## config.mk

```make
export PLATFORM = sky130hd
export DESIGN_NAME = gpio_port_regs
export DESIGN_NICKNAME = d
export VERILOG_FILES = /design/src/rtl/gpio_port_pkg.sv /design/src/rtl/gpio_addr_decode.sv /design/src/rtl/gpio_masked_reg.sv /design/src/rtl/gpio_in_sync.sv /design/src/rtl/gpio_port_regs.sv
export SDC_FILE = /design/constraint.sdc
export NUM_CORES = 1
export LEC_CHECK = 0
export BUFFER_PORTS_ARGS = -buffer_cell sky130_fd_sc_hd__buf_2
export CAP_MARGIN = 15
export CORE_ASPECT_RATIO = 1.25
export CORE_MARGIN = 1
export CORE_UTILIZATION = 50
export CTS_BUF_LIST = sky130_fd_sc_hd__clkbuf_4
export CTS_CLUSTER_SIZE = 24
export DETAILED_ROUTE_END_ITERATION = 12
export GPL_TIMING_DRIVEN = 0
export PLACE_DENSITY_LB_ADDON = 0.15
export SYNTH_ARGS = -nofsm -noshare
export SYNTH_HDL_FRONTEND = slang
export SYNTH_SLANG_ARGS = --single-unit
```

## constraint.sdc

```tcl
create_clock -name clk_i -period 1.9 [get_ports clk_i]
set_input_delay 0.095 -clock clk_i [delete_from_list [all_inputs] [get_ports clk_i]]
set_output_delay 0.095 -clock clk_i [all_outputs]
set_load 0.03 [all_outputs]
```

## src/rtl/gpio_port_pkg.sv

```systemverilog
package gpio_port_pkg;
  typedef enum logic [1:0] {
    SEL_CFG = 2'd0,
    SEL_OE  = 2'd1,
    SEL_OUT = 2'd2,
    SEL_IN  = 2'd3
  } reg_sel_e;

  localparam int NUM_CTL = 3;
  localparam int SLOT_LSB = 4;
  localparam int SLOT_MSB = 5;
endpackage

```

## src/rtl/gpio_addr_decode.sv

```systemverilog
module gpio_addr_decode
  import gpio_port_pkg::*;
#(
  parameter int          ADDR_W   = 12,
  parameter int unsigned MASK_OFS = 'h800
) (
  input  logic [ADDR_W-1:0] addr_i,
  output logic              plain_o,
  output logic              mask_o,
  output reg_sel_e          sel_o
);
  localparam logic [ADDR_W-1:0] MOFS = ADDR_W'(MASK_OFS);

  logic              in_mask;
  logic [ADDR_W-1:0] rel;
  logic              aligned;

  always_comb begin
    in_mask = addr_i >= MOFS;
    rel     = in_mask ? addr_i - MOFS : addr_i;
    aligned = (rel[ADDR_W-1:SLOT_MSB+1] == '0) && (rel[SLOT_LSB-1:0] == '0);
    plain_o = !in_mask && aligned;
    mask_o  = in_mask && aligned;
    sel_o   = reg_sel_e'(rel[SLOT_MSB:SLOT_LSB]);
  end
endmodule

```

## src/rtl/gpio_masked_reg.sv

```systemverilog
module gpio_masked_reg #(
  parameter int W = 8
) (
  input  logic         clk_i,
  input  logic         rst_ni,
  input  logic         plain_we_i,
  input  logic         mask_we_i,
  input  logic [2*W-1:0] data_i,
  output logic [W-1:0] q_o
);
  logic [W-1:0] sel_bits;
  logic [W-1:0] val_bits;

  assign sel_bits = data_i[2*W-1:W];
  assign val_bits = data_i[W-1:0];

  always_ff @(posedge clk_i or negedge rst_ni) begin
    if (!rst_ni) begin
      q_o <= '0;
    end else if (mask_we_i) begin
      q_o <= (q_o & ~sel_bits) | (val_bits & sel_bits);
    end else if (plain_we_i) begin
      q_o <= val_bits;
    end
  end
endmodule

```

## src/rtl/gpio_in_sync.sv

```systemverilog
module gpio_in_sync #(
  parameter int W = 8
) (
  input  logic         clk_i,
  input  logic         rst_ni,
  input  logic [W-1:0] d_i,
  output logic [W-1:0] q_o
);
  logic [W-1:0] meta_q;

  always_ff @(posedge clk_i or negedge rst_ni) begin
    if (!rst_ni) begin
      meta_q <= '0;
      q_o    <= '0;
    end else begin
      meta_q <= d_i;
      q_o    <= meta_q;
    end
  end
endmodule

```

## src/rtl/gpio_port_regs.sv

```systemverilog
module gpio_port_regs
  import gpio_port_pkg::*;
#(
  parameter int          NUM_PINS = 8,
  parameter int          DATA_W   = 32,
  parameter int          ADDR_W   = 12,
  parameter int unsigned MASK_OFS = 'h800
) (
  input  logic                clk_i,
  input  logic                rst_ni,
  input  logic                wr_en_i,
  input  logic [ADDR_W-1:0]   wr_addr_i,
  input  logic [DATA_W-1:0]   wr_data_i,
  input  logic [ADDR_W-1:0]   rd_addr_i,
  output logic [DATA_W-1:0]   rd_data_o,
  input  logic [NUM_PINS-1:0] pin_i,
  output logic [NUM_PINS-1:0] out_o,
  output logic [NUM_PINS-1:0] oe_o
);
  localparam int MW = 2 * NUM_PINS;

  logic                          wr_plain, wr_mask;
  reg_sel_e                      wr_sel;
  logic                          rd_plain, unused_rd_mask;
  reg_sel_e                      rd_sel;
  logic [NUM_CTL-1:0][NUM_PINS-1:0] ctl_q;
  logic [NUM_PINS-1:0]           cfg_q, oe_q, out_q, in_q;
  logic [DATA_W-1:0]             rd_next;
  logic                          unused_wdata;

  assign unused_wdata = ^wr_data_i[DATA_W-1:MW];

  gpio_addr_decode #(.ADDR_W(ADDR_W), .MASK_OFS(MASK_OFS)) u_wr_dec (
    .addr_i (wr_addr_i),
    .plain_o(wr_plain),
    .mask_o (wr_mask),
    .sel_o  (wr_sel)
  );

  gpio_addr_decode #(.ADDR_W(ADDR_W), .MASK_OFS(MASK_OFS)) u_rd_dec (
    .addr_i (rd_addr_i),
    .plain_o(rd_plain),
    .mask_o (unused_rd_mask),
    .sel_o  (rd_sel)
  );

  for (genvar k = 0; k < NUM_CTL; k++) begin : g_ctl
    logic hit;
    assign hit = wr_en_i && (wr_sel == reg_sel_e'(k));
    gpio_masked_reg #(.W(NUM_PINS)) u_reg (
      .clk_i     (clk_i),
      .rst_ni    (rst_ni),
      .plain_we_i(hit && wr_plain),
      .mask_we_i (hit && wr_mask),
      .data_i    (wr_data_i[MW-1:0]),
      .q_o       (ctl_q[k])
    );
  end

  assign cfg_q = ctl_q[SEL_CFG];
  assign oe_q  = ctl_q[SEL_OE];
  assign out_q = ctl_q[SEL_OUT];

  gpio_in_sync #(.W(NUM_PINS)) u_sync (
    .clk_i (clk_i),
    .rst_ni(rst_ni),
    .d_i   (pin_i),
    .q_o   (in_q)
  );

  // pad driver only enabled for pins owned by GPIO
  assign out_o = out_q;
  assign oe_o  = oe_q & cfg_q;

  always_comb begin
    rd_next = '0;
    if (rd_plain) begin
      unique case (rd_sel)
        SEL_CFG: rd_next[NUM_PINS-1:0] = cfg_q;
        SEL_OE:  rd_next[NUM_PINS-1:0] = oe_q;
        SEL_OUT: rd_next[NUM_PINS-1:0] = out_q;
        SEL_IN:  rd_next[NUM_PINS-1:0] = in_q;
        default: rd_next = '0;
      endcase
    end
  end

  always_ff @(posedge clk_i or negedge rst_ni) begin
    if (!rst_ni) rd_data_o <= '0;
    else         rd_data_o <= rd_next;
  end
endmodule

```

Yosys cells after proc, flatten, opt, wreduce, memory -nomap -nowiden
Cells that the tools add are included.
{ "word_totals": {"register_bits": 48, "wordCells": 59, "input_bits": 67, "output_inout_bits": 48} }
{ "op_classes": {"muxes": 10, "eq_ne": 5, "n_addsub": 2, "magnitude_cmp": 2, "n_reduce_logical": 25, "bitwise_logic": 9} }
{ "ops": {"columns": ["cell", "count"], "rows": [
  ["$mux W8", 7],
  ["$and A8 B8 Y8", 5],
  ["$pmux W8 S4", 1],
  ["$ge A12 B12 Y1 const B", 2],
  ["$mux W12", 2],
  ["$or A8 B8 Y8", 3],
  ["$sub A12 B12 Y12 const B", 2],
  ["$logic_and A1 B1 Y1", 14],
  ["$logic_not A6 Y1", 2],
  ["$logic_not A4 Y1", 2],
  ["$not A8 Y8", 1],
  ["$eq A2 B2 Y1 const B", 3],
  ["$reduce_bool A2 Y1", 3],
  ["$eq A2 B1 Y1 const B", 2],
  ["$logic_not A2 Y1", 2],
  ["$logic_not A1 Y1", 2]
]} }

Longest topological paths before layout
{ "depth": {"ltp_word": 8, "ltp_mapped": 4, "mapped_depth_nobuf": 4} }

Cells and area by module
Synthesis repeated with hierarchy kept, for this count alone.
{ "hier_totals": {"hier_cells": 186, "area_unflattened_um2": 2403.6} }
{ "by_module_without_submodules": {"columns": ["mod", "n_inst", "cells_each", "area_each_um2", "seq_area_each_um2"], "rows": [
  ["gpio_masked_reg", 3, 25, 381.6, 200.2],
  ["gpio_port_regs", 1, 81, 745.7, 200.2],
  ["gpio_in_sync", 1, 16, 400.4, 400.4],
  ["gpio_addr_decode", 2, 7, 56.3, 0.0]
]} }

Least setup slack after synthesis
Ideal clock, no wire load.
{ "synth_timing": {"kind": "input -> register", "from": "input wr_addr_i[6]", "to": "register with a tool-made name", "arrival_time_ns": 1.132, "required_ns": 1.775, "setup_time_ns": 0.125, "slack_ns": 0.644, "stages": 4, "n_path_buf": 0, "cell_sequence": "nor4_4 > nand4_2 > nor2_1 > mux2_2"} }
{ "synth_rtl": {"columns": ["item", "line_no", "text"], "rows": [
  ["start: declaration", "gpio_port_regs.sv:12", "input logic [ADDR_W-1:0] wr_addr_i,"]
]} }

==> run_results.csv <==
group,metric,value,unit
status,status,"finished clean",
cells_and_area,final_cell_mix,"74 x buf_2, 48 x dfrtp_1, 27 x nor2_1, 24 x buf_4, 24 x conb_1",
grt,antenna_found_initial,0,
detailed_routing,met3_length,298,um
clocking,cts_tree,"yes",
timing,hold_viol_final,0,
cells_and_area,finalCoreUtilization,71.39,%
timing,final.setup.tns,0,ps
yosys,yosysSeqAreaShare,54.36,%
detailed_routing,maxUsedRoutingLayer,"met4",
clocking,htreeDepth,2,
detailed_routing,drtPass1Iterations,4,
yosys,postSynthCellCount,168,
grt,grt_pass1_vias,1516,
floorplanning,fp.dieW,61.46,um
detailed_routing,routed_wl,4486,um
yosys,yosysWarnings,0,
detailed_routing,post-route-drc-count,0,
yosys,syn_area_per_cell,13.15,um2
floorplanning,dieArea,4691,um2
timing,holdWs,120.0,ps
power_and_ir_drop,clkPwrFrac,26.0,%
cells_and_area,stdcell_count,345,
timing,report.final.slew_viol_count,0,
power_and_ir_drop,power.total,1.780,mW
place,dpl_cell_area,2726,um2
power_and_ir_drop,power_frac_comb,15.2,%
worst_setup_path,critPathKind,"input port to register",
cells_and_area,multi_input_area,904.6,um2
worst_setup_path,cp.required,2140,ps
detailed_routing,postRouteAntennaNets,0,
floorplanning,core,4164,um2
place,gp_congestion,0.7381,
power_and_ir_drop,seqPwrFrac,58.8,%
timing,rsz0062_at_grt,"false",
place,hpwl,3094,um
clocking,cts_hold_buffers,17,
worst_setup_path,path_max_fanout,8,
clocking,cts_resized,0,
clocking,clk_latency,350,ps
cells_and_area,layout-drive-gt1-share,46.71,%
worst_setup_path,endpoint_kind,"register",
cells_and_area,synthToLayoutAreaGrowth,34.54,%
yosys,synth_area,2210,um2
clocking,cts_root_buf,"clkbuf_4",
cells_and_area,antenna_cells,0,
clocking,cts_inserted_buffers,5,
cells_and_area,seq_area,1201,um2
grt,grt_pass1_wl,6913,um
power_and_ir_drop,power_switching_share,24.88,%
floorplanning,ios,115,
place,dp.cells,319,
detailed_routing,routed-wl-met2,2413,um
job,max-cap-violations,0,
worst_setup_path,cp-startpoint,"wr_addr_i[6]",
yosys,synth_seq_cells,48,
detailed_routing,wl_met1,1685,um
clocking,clkSinkCount,48,
detailed_routing,drt-initial-drc-count,20,
grt,grt_util_all_layers,20.57,%
floorplanning,initial_utilization,53.06,%
timing,setup_ws,646.2,ps
place,port_buffers,72,
clocking,clockBufferDepth,2,
worst_setup_path,cp-start-kind,"input port",
worst_setup_path,cp_data_arrival_time,1500,ps
detailed_routing,routedWlPerCell,13.00,um
timing,setup_violations,0,
timing,max_freq,797.6,MHz
grt,grt_max_degree,49,
cells_and_area,fillers,325,
floorplanning,num_rows,26,
grt,grt_overflow,0,
clocking,post_cts_buffers,0,
power_and_ir_drop,power_density,598.9,nW/um2
clocking,clk_pin_slew,130,ps
detailed_routing,vias,1565,
floorplanning,die_h,76.33,um
place,preCtsSetupSlack,275.5,ps
timing,fin_crit_sh,65.99,%
power_and_ir_drop,leakage,1.638,nW
power_and_ir_drop,p_sw,0.4429,mW
timing,clock_skew,6.375,ps
cells_and_area,fin_nets,355,
detailed_routing,drt-vias-per-instance,4.536,
hold_path,hp-class,"input port to asynchronous set/reset pin",
cells_and_area,stdcell_area,2973,um2
power_and_ir_drop,power.internal,1.338,mW
timing,fin_crit,1254,ps
cells_and_area,final_common_cell,"buf_2",
power_and_ir_drop,ir_worst_vdd,583.0,uV
yosys,yosysUniqueCellTypes,15,
[layout make-up]
| cell class | instances | share of cell area, % |
|---|---|---|
| sequential | 48 | 40.40 |
| multi-input combinational | 117 | 30.43 |
| timing repair buffer | 90 | 18.52 |
| buffer | 26 | 6.397 |
| tap | 56 | 2.357 |
| clock buffer | 7 | 1.768 |
| clock inverter | 1 | 0.1263 |
[cell usage after synthesis]
master   instances  share of area, %
nor4_1           2              0.57
buf_2            2              0.45
buf_4           24               8.2
and2_1           8               2.3
mux2_2          16               8.2
conb_1           1              0.17
nand4_2          3               1.7
mux2_1           8               4.1
nor4b_4          1               1.1
mux4_2           8               8.2
nor4_4           1              0.96
nand3_1          1              0.23
nor2_1          27               4.6
nor2b_1         18               5.1
dfrtp_1         48                54
[path summary, 6_finish.rpt]
| path | endpoint | slack [ps] | cells past startpoint |
|---|---|---|---|
| worst max-delay path | register | 650 | 5 |
| worst min-delay path | asynchronous set/reset pin | 120 | 2 |
| worst max register to register | rd_data_o[3] | 770 | 2 |
| worst min register to register | u_sync.q_o[3] | 350 | 0 |
| max in group asynchronous | asynchronous set/reset pin | 1320 | 3 |
| min in group clk_i | register | 130 | 4 |
[cell families after synthesis]
logic type / count (synthesis) / share of synthesized area (%)
buf+inv: 26 / 8.607
flops: 48 / 54.36
mux: 32 / 20.38
other cells: 1 / 0.1697
simple gates: 61 / 16.48
[critical path: stages]
cell	delay, ps
buf_2	110
nor4_4	350
nand4_2	360
nor2_1	230
mux2_2	350
[layer usage]
metal  track usage (%)  vias to the layer above
met5                 0                        -
met4             6.000                        0
met3             4.924                       10
met2             37.28                       72
met1             22.91                      716
li1                  -                      767
[power by group through the flow]
stage	sequential [mW]	clock, mW	combinational (mW)
after floorplan	1.07	0	0.146
after global placement	1.07	0	0.235
after detailed placement	1.07	0	0.236
after CTS	1.05	0.485	0.264
after global routing	1.05	0.514	0.295
final	1.05	0.463	0.270
No activity file was read; power rests on OpenSTA's default activity.
